<file path="src/rtl/pwm_clamp_pkg.sv">
package pwm_clamp_pkg;
  localparam int SEL_W      = 4;
  localparam int NUM_TRIG   = 1 << SEL_W;
  localparam int SEL_LSB    = 0;
  localparam int SENSE_LSB  = 8;
  localparam int LEVEL_BIT  = 10;
  localparam int SWONLY_BIT = 11;
  localparam int ENTER_LSB  = 12;
  localparam int EXIT_LSB   = 14;
  localparam int USED_MSB   = EXIT_LSB + 1;

  typedef enum logic [1:0] {
    SENSE_OFF  = 2'd0,
    SENSE_HIGH = 2'd1,
    SENSE_LOW  = 2'd2
  } sense_e;

  typedef enum logic [1:0] {
    COND_NOW  = 2'd0,
    COND_FALL = 2'd1,
    COND_RISE = 2'd2
  } cond_e;

  typedef enum logic [1:0] {
    ST_ACTIVE,
    ST_WAIT_ENTER,
    ST_CLAMPED,
    ST_WAIT_EXIT
  } clamp_state_e;

  typedef struct packed {
    logic [SEL_W-1:0] sel;
    sense_e           sense;
    logic             level;
    logic             swOnly;
    cond_e            enterCond;
    cond_e            exitCond;
  } clamp_cfg_t;

  typedef struct packed {
    logic trigActive;
    logic cmpRose;
    logic cmpFell;
  } dp_status_t;

  typedef struct packed {
    logic clampSel;
  } ctrl_strobe_t;

  // reserved code 3 folds onto the disabled sense
  function automatic sense_e toSense(input logic [1:0] code);
    case (code)
      2'd1:    return SENSE_HIGH;
      2'd2:    return SENSE_LOW;
      default: return SENSE_OFF;
    endcase
  endfunction

  // reserved code 3 folds onto the immediate condition
  function automatic cond_e toCond(input logic [1:0] code);
    case (code)
      2'd1:    return COND_FALL;
      2'd2:    return COND_RISE;
      default: return COND_NOW;
    endcase
  endfunction
endpackage

</file>
<file path="src/rtl/pwm_clamp_datapath.sv">
module pwm_clamp_datapath
  import pwm_clamp_pkg::*;
#(
  parameter int SEL_BITS = SEL_W,
  localparam int LINES   = 1 << SEL_BITS
) (
  input  logic                clk,
  input  logic                rst,
  input  logic                pwmIn,
  input  logic [LINES-1:0]    trigLines,
  input  logic                cmpBlanked,
  input  logic [SEL_BITS-1:0] trigSel,
  input  sense_e              trigSense,
  input  logic                passiveLevel,
  input  ctrl_strobe_t        strobe,
  output dp_status_t          status,
  output logic                pwmOut
);
  logic cmpNow, cmpPrev, selLine;

  always_ff @(posedge clk) begin
    if (rst) begin
      cmpNow  <= 1'b0;
      cmpPrev <= 1'b0;
    end else begin
      cmpNow  <= cmpBlanked;
      cmpPrev <= cmpNow;
    end
  end

  assign selLine = trigLines[trigSel];

  always_comb begin
    unique case (trigSense)
      SENSE_HIGH: status.trigActive = selLine;
      SENSE_LOW:  status.trigActive = ~selLine;
      default:    status.trigActive = 1'b0;
    endcase
  end

  assign status.cmpRose = cmpNow & ~cmpPrev;
  assign status.cmpFell = ~cmpNow & cmpPrev;

  assign pwmOut = strobe.clampSel ? passiveLevel : pwmIn;

  // a registered edge flag lasts exactly one cycle
  assert_rise_single_R6: assert property (@(posedge clk) disable iff (rst)
    status.cmpRose |=> !status.cmpRose);
  assert_fall_single_R6: assert property (@(posedge clk) disable iff (rst)
    status.cmpFell |=> !status.cmpFell);
endmodule

</file>
<file path="src/rtl/pwm_clamp_ctrl.sv">
module pwm_clamp_ctrl
  import pwm_clamp_pkg::*;
(
  input  logic         clk,
  input  logic         rst,
  input  logic         senseOn,
  input  logic         swOnly,
  input  cond_e        enterCond,
  input  cond_e        exitCond,
  input  logic         swRelease,
  input  dp_status_t   status,
  output ctrl_strobe_t strobe
);
  clamp_state_e state, nextState;

  function automatic logic condHit(input cond_e c, input dp_status_t s);
    case (c)
      COND_FALL: return s.cmpFell;
      COND_RISE: return s.cmpRose;
      default:   return 1'b1;
    endcase
  endfunction

  always_comb begin
    nextState = state;
    if (!senseOn) begin
      nextState = ST_ACTIVE;
    end else begin
      unique case (state)
        ST_ACTIVE:
          if (status.trigActive)
            nextState = (enterCond == COND_NOW) ? ST_CLAMPED : ST_WAIT_ENTER;
        ST_WAIT_ENTER:
          if (!status.trigActive)
            nextState = ST_ACTIVE;
          else if (condHit(enterCond, status))
            nextState = ST_CLAMPED;
        ST_CLAMPED:
          if (swRelease || (!swOnly && !status.trigActive))
            nextState = (exitCond == COND_NOW) ? ST_ACTIVE : ST_WAIT_EXIT;
        ST_WAIT_EXIT:
          if (condHit(exitCond, status))
            nextState = ST_ACTIVE;
        default: nextState = ST_ACTIVE;
      endcase
    end
  end

  always_ff @(posedge clk) begin
    if (rst) state <= ST_ACTIVE;
    else     state <= nextState;
  end

  assign strobe.clampSel = (state == ST_CLAMPED) || (state == ST_WAIT_EXIT);

  assert_disable_override_R11: assert property (@(posedge clk) disable iff (rst)
    !senseOn |=> state == ST_ACTIVE);
  assert_enter_abort_R7: assert property (@(posedge clk) disable iff (rst)
    (state == ST_WAIT_ENTER && !status.trigActive) |=> state == ST_ACTIVE);
  assert_latch_holds_R9: assert property (@(posedge clk) disable iff (rst)
    (state == ST_CLAMPED && senseOn && swOnly && !swRelease) |=> state == ST_CLAMPED);
  assert_release_now_R8: assert property (@(posedge clk) disable iff (rst)
    (state == ST_CLAMPED && senseOn && swRelease && exitCond == COND_NOW)
      |=> state == ST_ACTIVE);
  assert_no_skip_exit_R8: assert property (@(posedge clk) disable iff (rst)
    state == ST_ACTIVE |=> state != ST_WAIT_EXIT);
endmodule

</file>
<file path="src/rtl/pwm_passive_clamp.sv">
module pwm_passive_clamp
  import pwm_clamp_pkg::*;
#(
  parameter int CFG_W = 32
) (
  input  logic                clk,
  input  logic                rst,
  input  logic                pwmIn,
  input  logic [NUM_TRIG-1:0] trigLines,
  input  logic                cmpBlanked,
  input  logic                swRelease,
  input  logic [CFG_W-1:0]    cfgWord,
  output logic                pwmOut
);
  clamp_cfg_t   cfgDec;
  dp_status_t   status;
  ctrl_strobe_t strobe;
  logic         unusedCfgBits;

  assign cfgDec.sel       = cfgWord[SEL_LSB +: SEL_W];
  assign cfgDec.sense     = toSense(cfgWord[SENSE_LSB +: 2]);
  assign cfgDec.level     = cfgWord[LEVEL_BIT];
  assign cfgDec.swOnly    = cfgWord[SWONLY_BIT];
  assign cfgDec.enterCond = toCond(cfgWord[ENTER_LSB +: 2]);
  assign cfgDec.exitCond  = toCond(cfgWord[EXIT_LSB +: 2]);
  assign unusedCfgBits    = ^{cfgWord[CFG_W-1:USED_MSB+1], cfgWord[SENSE_LSB-1:SEL_LSB+SEL_W]};

  pwm_clamp_datapath #(.SEL_BITS(SEL_W)) uDatapath (
    .clk          (clk),
    .rst          (rst),
    .pwmIn        (pwmIn),
    .trigLines    (trigLines),
    .cmpBlanked   (cmpBlanked),
    .trigSel      (cfgDec.sel),
    .trigSense    (cfgDec.sense),
    .passiveLevel (cfgDec.level),
    .strobe       (strobe),
    .status       (status),
    .pwmOut       (pwmOut)
  );

  pwm_clamp_ctrl uCtrl (
    .clk       (clk),
    .rst       (rst),
    .senseOn   (cfgDec.sense != SENSE_OFF),
    .swOnly    (cfgDec.swOnly),
    .enterCond (cfgDec.enterCond),
    .exitCond  (cfgDec.exitCond),
    .swRelease (swRelease),
    .status    (status),
    .strobe    (strobe)
  );
endmodule

</file>
<file path="config.mk">
export PLATFORM = sky130hd
export DESIGN_NAME = pwm_passive_clamp
export DESIGN_NICKNAME = d
export VERILOG_FILES = /design/src/rtl/pwm_clamp_pkg.sv /design/src/rtl/pwm_clamp_datapath.sv /design/src/rtl/pwm_clamp_ctrl.sv /design/src/rtl/pwm_passive_clamp.sv
export SDC_FILE = /design/constraint.sdc
export NUM_CORES = 1
export LEC_CHECK = 0
export BUFFER_PORTS_ARGS = -buffer_cell sky130_fd_sc_hd__buf_2
export CAP_MARGIN = 5
export CORE_MARGIN = 3
export CORE_UTILIZATION = 33
export CTS_CLUSTER_DIAMETER = 50
export DETAILED_ROUTE_END_ITERATION = 12
export GPL_ROUTABILITY_DRIVEN = 0
export PLACE_DENSITY_LB_ADDON = 0.1
export REMOVE_ABC_BUFFERS = 1
export SYNTH_ARGS = -nofsm -noshare
export SYNTH_HDL_FRONTEND = slang
export SYNTH_SLANG_ARGS = --single-unit
</file>
<file path="constraint.sdc">
create_clock -name clk -period 2 [get_ports clk]
set_clock_uncertainty 0.2 [all_clocks]
set_input_delay 0.1 -clock clk [delete_from_list [all_inputs] [get_ports clk]]
set_output_delay 0.1 -clock clk [all_outputs]
set_load 0.05 [all_outputs]
</file>
---- Word-level counts from Yosys, hierarchy flattened ----
Cells that the tools add are included.
storage, ports and cells
  input bits .............................. 53
  memories ................................ 0
  bits in read-only memories .............. 0
  register bits after elaboration ......... 4
  latch bits .............................. 0
  bits in writable memories ............... 0
  word-level logic and storage cells ...... 62
operators by class
  shift operators ......................... 0
  multipliers ............................. 0
  equal/unequal tests ..................... 19
  bitwise gates (word level) .............. 6
  reductions and logical operators ........ 11
  multiplexer cells ....................... 22
  $add $sub $neg .......................... 0
  order comparisons ....................... 1
  divide/modulo/power cells ............... 0
operators with widths
  kind                                                                     count
  2-bit equality test, second input constant                               8
  2-bit by 1-bit equality test with 1-bit output, second input constant    7
  2-bit two-way mux                                                        7
  2-bit one-hot mux with 2 select lines                                    3
  2-bit one-hot mux with 4 select lines                                    1
  1-bit two-way mux                                                        7
  2-bit logical NOT                                                        3
  2-bit by 1-bit inequality test with 1-bit output, second input constant  3
  1-bit one-hot mux with 2 select lines                                    3
  4-bit by 5-bit < comparator with 1-bit output, second input constant     1
  1-bit binary-select mux with 4-bit select                                1
  1-bit NOT                                                                4
  4-bit AND reduction                                                      1
  3-bit inequality test, second input constant                             1
  1-bit bitwise AND                                                        2
  1-bit logical NOT                                                        2
  1-bit logical OR                                                         2
  2-bit nonzero test                                                       1
  2-bit OR reduction                                                       1
  1-bit logical AND                                                        1

---- Depth between registers and ports, before layout ----
  word-level depth ........................ 10
  gate-level depth with buffers ........... 8

---- By module ----
From an unflattened synthesis, not the netlist that was laid out.
unflattened totals
  cells, all modules ...................... 56
  area, all modules ....................... 565.5 sq um
modules (own cells, without submodules)
  module              seq. area each (sq um)  times used  area each (sq um)  cells an instance
  pwm_clamp_ctrl      40.0                    1           267.8              32
  pwm_clamp_datapath  40.0                    1           226.5              15
  pwm_passive_clamp   0.0                     1           71.3               9

---- Worst setup path after synthesis ----
No wires, ideal clock.
  path type ............................... input-to-reg
  start ................................... in cfgWord[1]
  end ..................................... reg uCtrl.state[0]
  stages on the path ...................... 6
  library setup time ...................... 128 ps
  setup slack ............................. -41 ps
  data required time ...................... 1,672 ps
  buffers on the path ..................... 0
  arrival time ............................ 1,714 ps
  path through ............................ mux4_1 > mux2_4 > mux2i_1 > a221oi_1 > o41ai_2 > mux2i_1
on the way
  word-level cells in the longest chain between the ends .. 9
RTL lines
  element                                                     RTL line                  RTL
  start, declared                                             pwm_passive_clamp.sv:12   input logic [CFG_W-1:0] cfgWord,
  1-bit binary-select mux with 4-bit select (*)               pwm_clamp_datapath.sv:31  assign selLine = trigLines[trigSel];
  1-bit two-way mux (not written as such) (*)                 pwm_clamp_datapath.sv:31
  1-bit NOT                                                   pwm_clamp_datapath.sv:36  SENSE_LOW: status.trigActive = ~selLine;
  1-bit one-hot mux with 2 select lines (*)                   pwm_clamp_datapath.sv:34  unique case (trigSense)
  1-bit logical NOT                                           -
  1-bit logical AND                                           pwm_clamp_ctrl.sv:39      if (swRelease || (!swOnly && !status.trigActive))
  1-bit logical OR                                            pwm_clamp_ctrl.sv:39
  2-bit by 1-bit inequality test with 1-bit output (no line)  -
  4-bit AND reduction (no line)                               -
  end signal, assigned                                        pwm_clamp_ctrl.sv:51      else state <= nextState;
  end, declared                                               pwm_clamp_ctrl.sv:14      clamp_state_e state, nextState;
Mark *: on every way between the ends. The rest lies on a longest branch, timed or not. The select of a mux whose other input is x is not followed.
A chain may end at the register's enable or synchronous reset.

---- Worst setup path in the final report ----
  start ................................... in cfgWord[1]
  end ..................................... reg uCtrl.state[1]
Same word-level chain as after synthesis.

==> results.cfg <==
[status]
status = complete, no violations

[critical_path]
criticalPathCategory = in -> reg
critical-path-slowest-cell = mux4_2
path_max_fanout = 4
crit_path_end_kind = flop
r2r_slack_ns = 0.43
cp_data_arrival_time_ns = 1.88
start_kind = primary input
critPathTopFamily = multiplexers
path_buf_inv = 1
cp_cell_sequence = clkbuf_4 -> mux4_2 -> mux2_4 -> mux2i_2 -> a221o_1 -> and3_1 -> a31oi_1
cp_slowest_stage_delay_ns = 0.49
crit_required_ns = 1.97

[synth]
synth-async-reset-ratio_pct = 0
yosysWarnings = 0
yosysSeqAreaShare_pct = 13.3
synth_area_um2 = 602
yosys-top-cells-area = mux4_1 17%, dfxtp_1 13%, ha_1 12%, mux2i_1 6.7%, inv_1 5.6%
netlist_instances = 64
synth_area_leader_cell = mux4_1
synth_ff_type = dfxtp_1
synth_cell_types = 27
synth_edf_count = 0
synth_top_area_share_pct = 17.5
ys_ff_latch = 4
avgSynthCellArea_um2 = 9.40

[timing]
slew_violations = 0
clock.fmax_mhz = 522
slew-limit-headroom_pct = 77.0
worstMarginPinSlew_ns = 0.345
setup_viol = 0
finalCriticalPeriod_ns = 1.92
hold_violations = 0
rsz0062_at_grt = false
setup_tns_ns = 0
hold_ws_ns = 0.104
finalCritPeriodShare_pct = 95.8

[power]
p_sw_w = 0.000121
internal-power_w = 0.000256
switching_share_pct = 32.0
pwr-share-seq_pct = 25.6
p_clk_share_pct = 27.2
power_frac_comb_pct = 47.2
cellPowerDensity_nw_per_um2 = 438
p_leak_nw = 0.415
ir_drop_uv = 271

[routing]
drtIter0Drc = 8
ant_nets = 0
drcViolationCount = 0
viasPerCell = 4.84
routed-via-count = 620
wl_per_cell_um = 10.6
drtPass1Iterations = 3
wl_um = 1360

[layout]
nets = 165
drive_gt1_share_pct = 49.0
final_core_util_pct = 53.3
instances_no_fill = 128
antenna_cells = 0
area_delta_synth_final_pct = 42.8

[cts]
clock-sinks = 4
tritoncts = done
cts_buffers = 3
path_clk_slew_ns = 0.04
cts.htree.levels = 1
clk_latency_ns = 0.24
clockRootBuffer = clkbuf_4
clk_path_buf_depth = 2

[floorplanning]
die-area_um2 = 2370
die_height_um = 48.7
io_pins = 54
initial_core_util_pct = 37.3
num_rows = 14
fp.coreArea_um2 = 1610
die_x_um = 48.7

[grt]
track_usage_pct = 11.8
grt_max_degree = 12
grt_first_pass_wirelength_um = 2290
antenna_found_initial = 0
grt_pass1_vias = 591
grt_overflow = 0

[place]
portBuffers = 33
hpwl_um = 1150
place_inst = 122

[hold_path]
hold_path.class = in -> reg

[job]
cap_viol_max_count = 0
## state kept, by name, indices dropped and copies added (netlist names)
signal	cells
uCtrl.state	2
uDatapath.cmpNow	1
uDatapath.cmpPrev	1
## worst reg2reg max path, cell delays in order (launching register included)
cell and delay [ns]:
dfxtp_1 0.52, nand2_1 0.09, nor3_1 0.23, a221oi_2 0.05, buf_4 0.15, o41ai_2 0.05, mux2i_1 0.21
## synthesized netlist by cell type (2+ instances only)
master,number
mux4_1,4
nand3b_1,2
nor2_1,3
inv_1,9
o21ai_0,3
nor3_1,2
mux2_4,2
mux2i_1,4
o211ai_1,2
nor2b_1,4
dfxtp_1,4
nand2_1,4
ha_1,6
and3_1,2
## final timing paths
check | from | end | cells after the start
hold / removal | cfgWord[9] | uCtrl.state[1] | 5
hold reg to reg | uDatapath.cmpNow | uDatapath.cmpPrev | 1
setup / recovery | cfgWord[1] | uCtrl.state[1] | 7
setup reg to reg | uCtrl.state[1] | uCtrl.state[0] | 6
## per-stage QoR
stage	setup slack, ns	total power [W]	cell area (um^2)
after global routing	0.00962	0.000409	860
after global placement	-0.210	0.000256	808
final	0.0835	0.000377	860
after detailed placement	-0.212	0.000258	808
after floorplan	-0.0415	0.000196	598
after CTS	0.0398	0.000366	851
## layout make-up
| type | count | area [um^2] |
|---|---|---|
| clock buffers | 3 | 22.5 |
| fillers | 166 | 752 |
| inverters | 9 | 33.8 |
| multi-input cells | 50 | 483 |
| flip-flops and latches | 4 | 80.1 |
| well taps | 24 | 30.0 |
| repair buffers | 38 | 210 |
## logic make-up after synthesis
logic type | Yosys count | synth area share (%)
AOI/OAI and AO/OA | 11 | 14.1
adders and majority gates | 6 | 12.5
buffers and inverters | 10 | 6.24
DFF | 4 | 13.3
muxes | 12 | 34.7
and+or+nand+nor | 21 | 19.1
## routing by layer
metal  wire length, um  global-route usage [%]
met5                 0                       0
met2               601                    18.6
met4                 0                    2.84
met3               133                    4.91
met1               628                    15.0
## power groups by stage
stage / registers, W / clock network (W) / logic [W]
after floorplan: 0.0000949 / 0 / 0.000101
after global placement: 0.0000974 / 0 / 0.000159
after detailed placement: 0.0000977 / 0 / 0.000160
after CTS: 0.0000964 / 0.000106 / 0.000163
after global routing: 0.0000981 / 0.000113 / 0.000197
final: 0.0000964 / 0.000103 / 0.000178
## layout by cell type, fill, tap and decap left out, drive strengths merged
cell type,Yosys,layout
o41ai,1,1
mux4,4,4
mux2i,5,5
a221o,1,1
ha,6,6
a21oi,1,1
o211ai,2,2
dfxtp,4,4
nand4,1,1
dlygate4sd3,0,2
nand3b,2,2
mux2,3,3
nor3b,1,1
inv,9,9
nor2b,4,4
o2111ai,1,1
a221oi,1,1
and2,1,1
o21ai,3,3
nand2,4,4
a31oi,1,1
buf,0,35
nor2,3,3
and3,2,2
nand3,1,1
clkbuf,1,4
nor3,2,2
## timing repair
item                                   in CTS  in global routing
endpoints found under the hold margin       4                  0
gates resized for setup                     0                  8
setup endpoints to repair                   0                  2
buffers inserted                            0                  1
hold buffers                                2                  0
No activity file was read; power rests on OpenSTA's default activity.
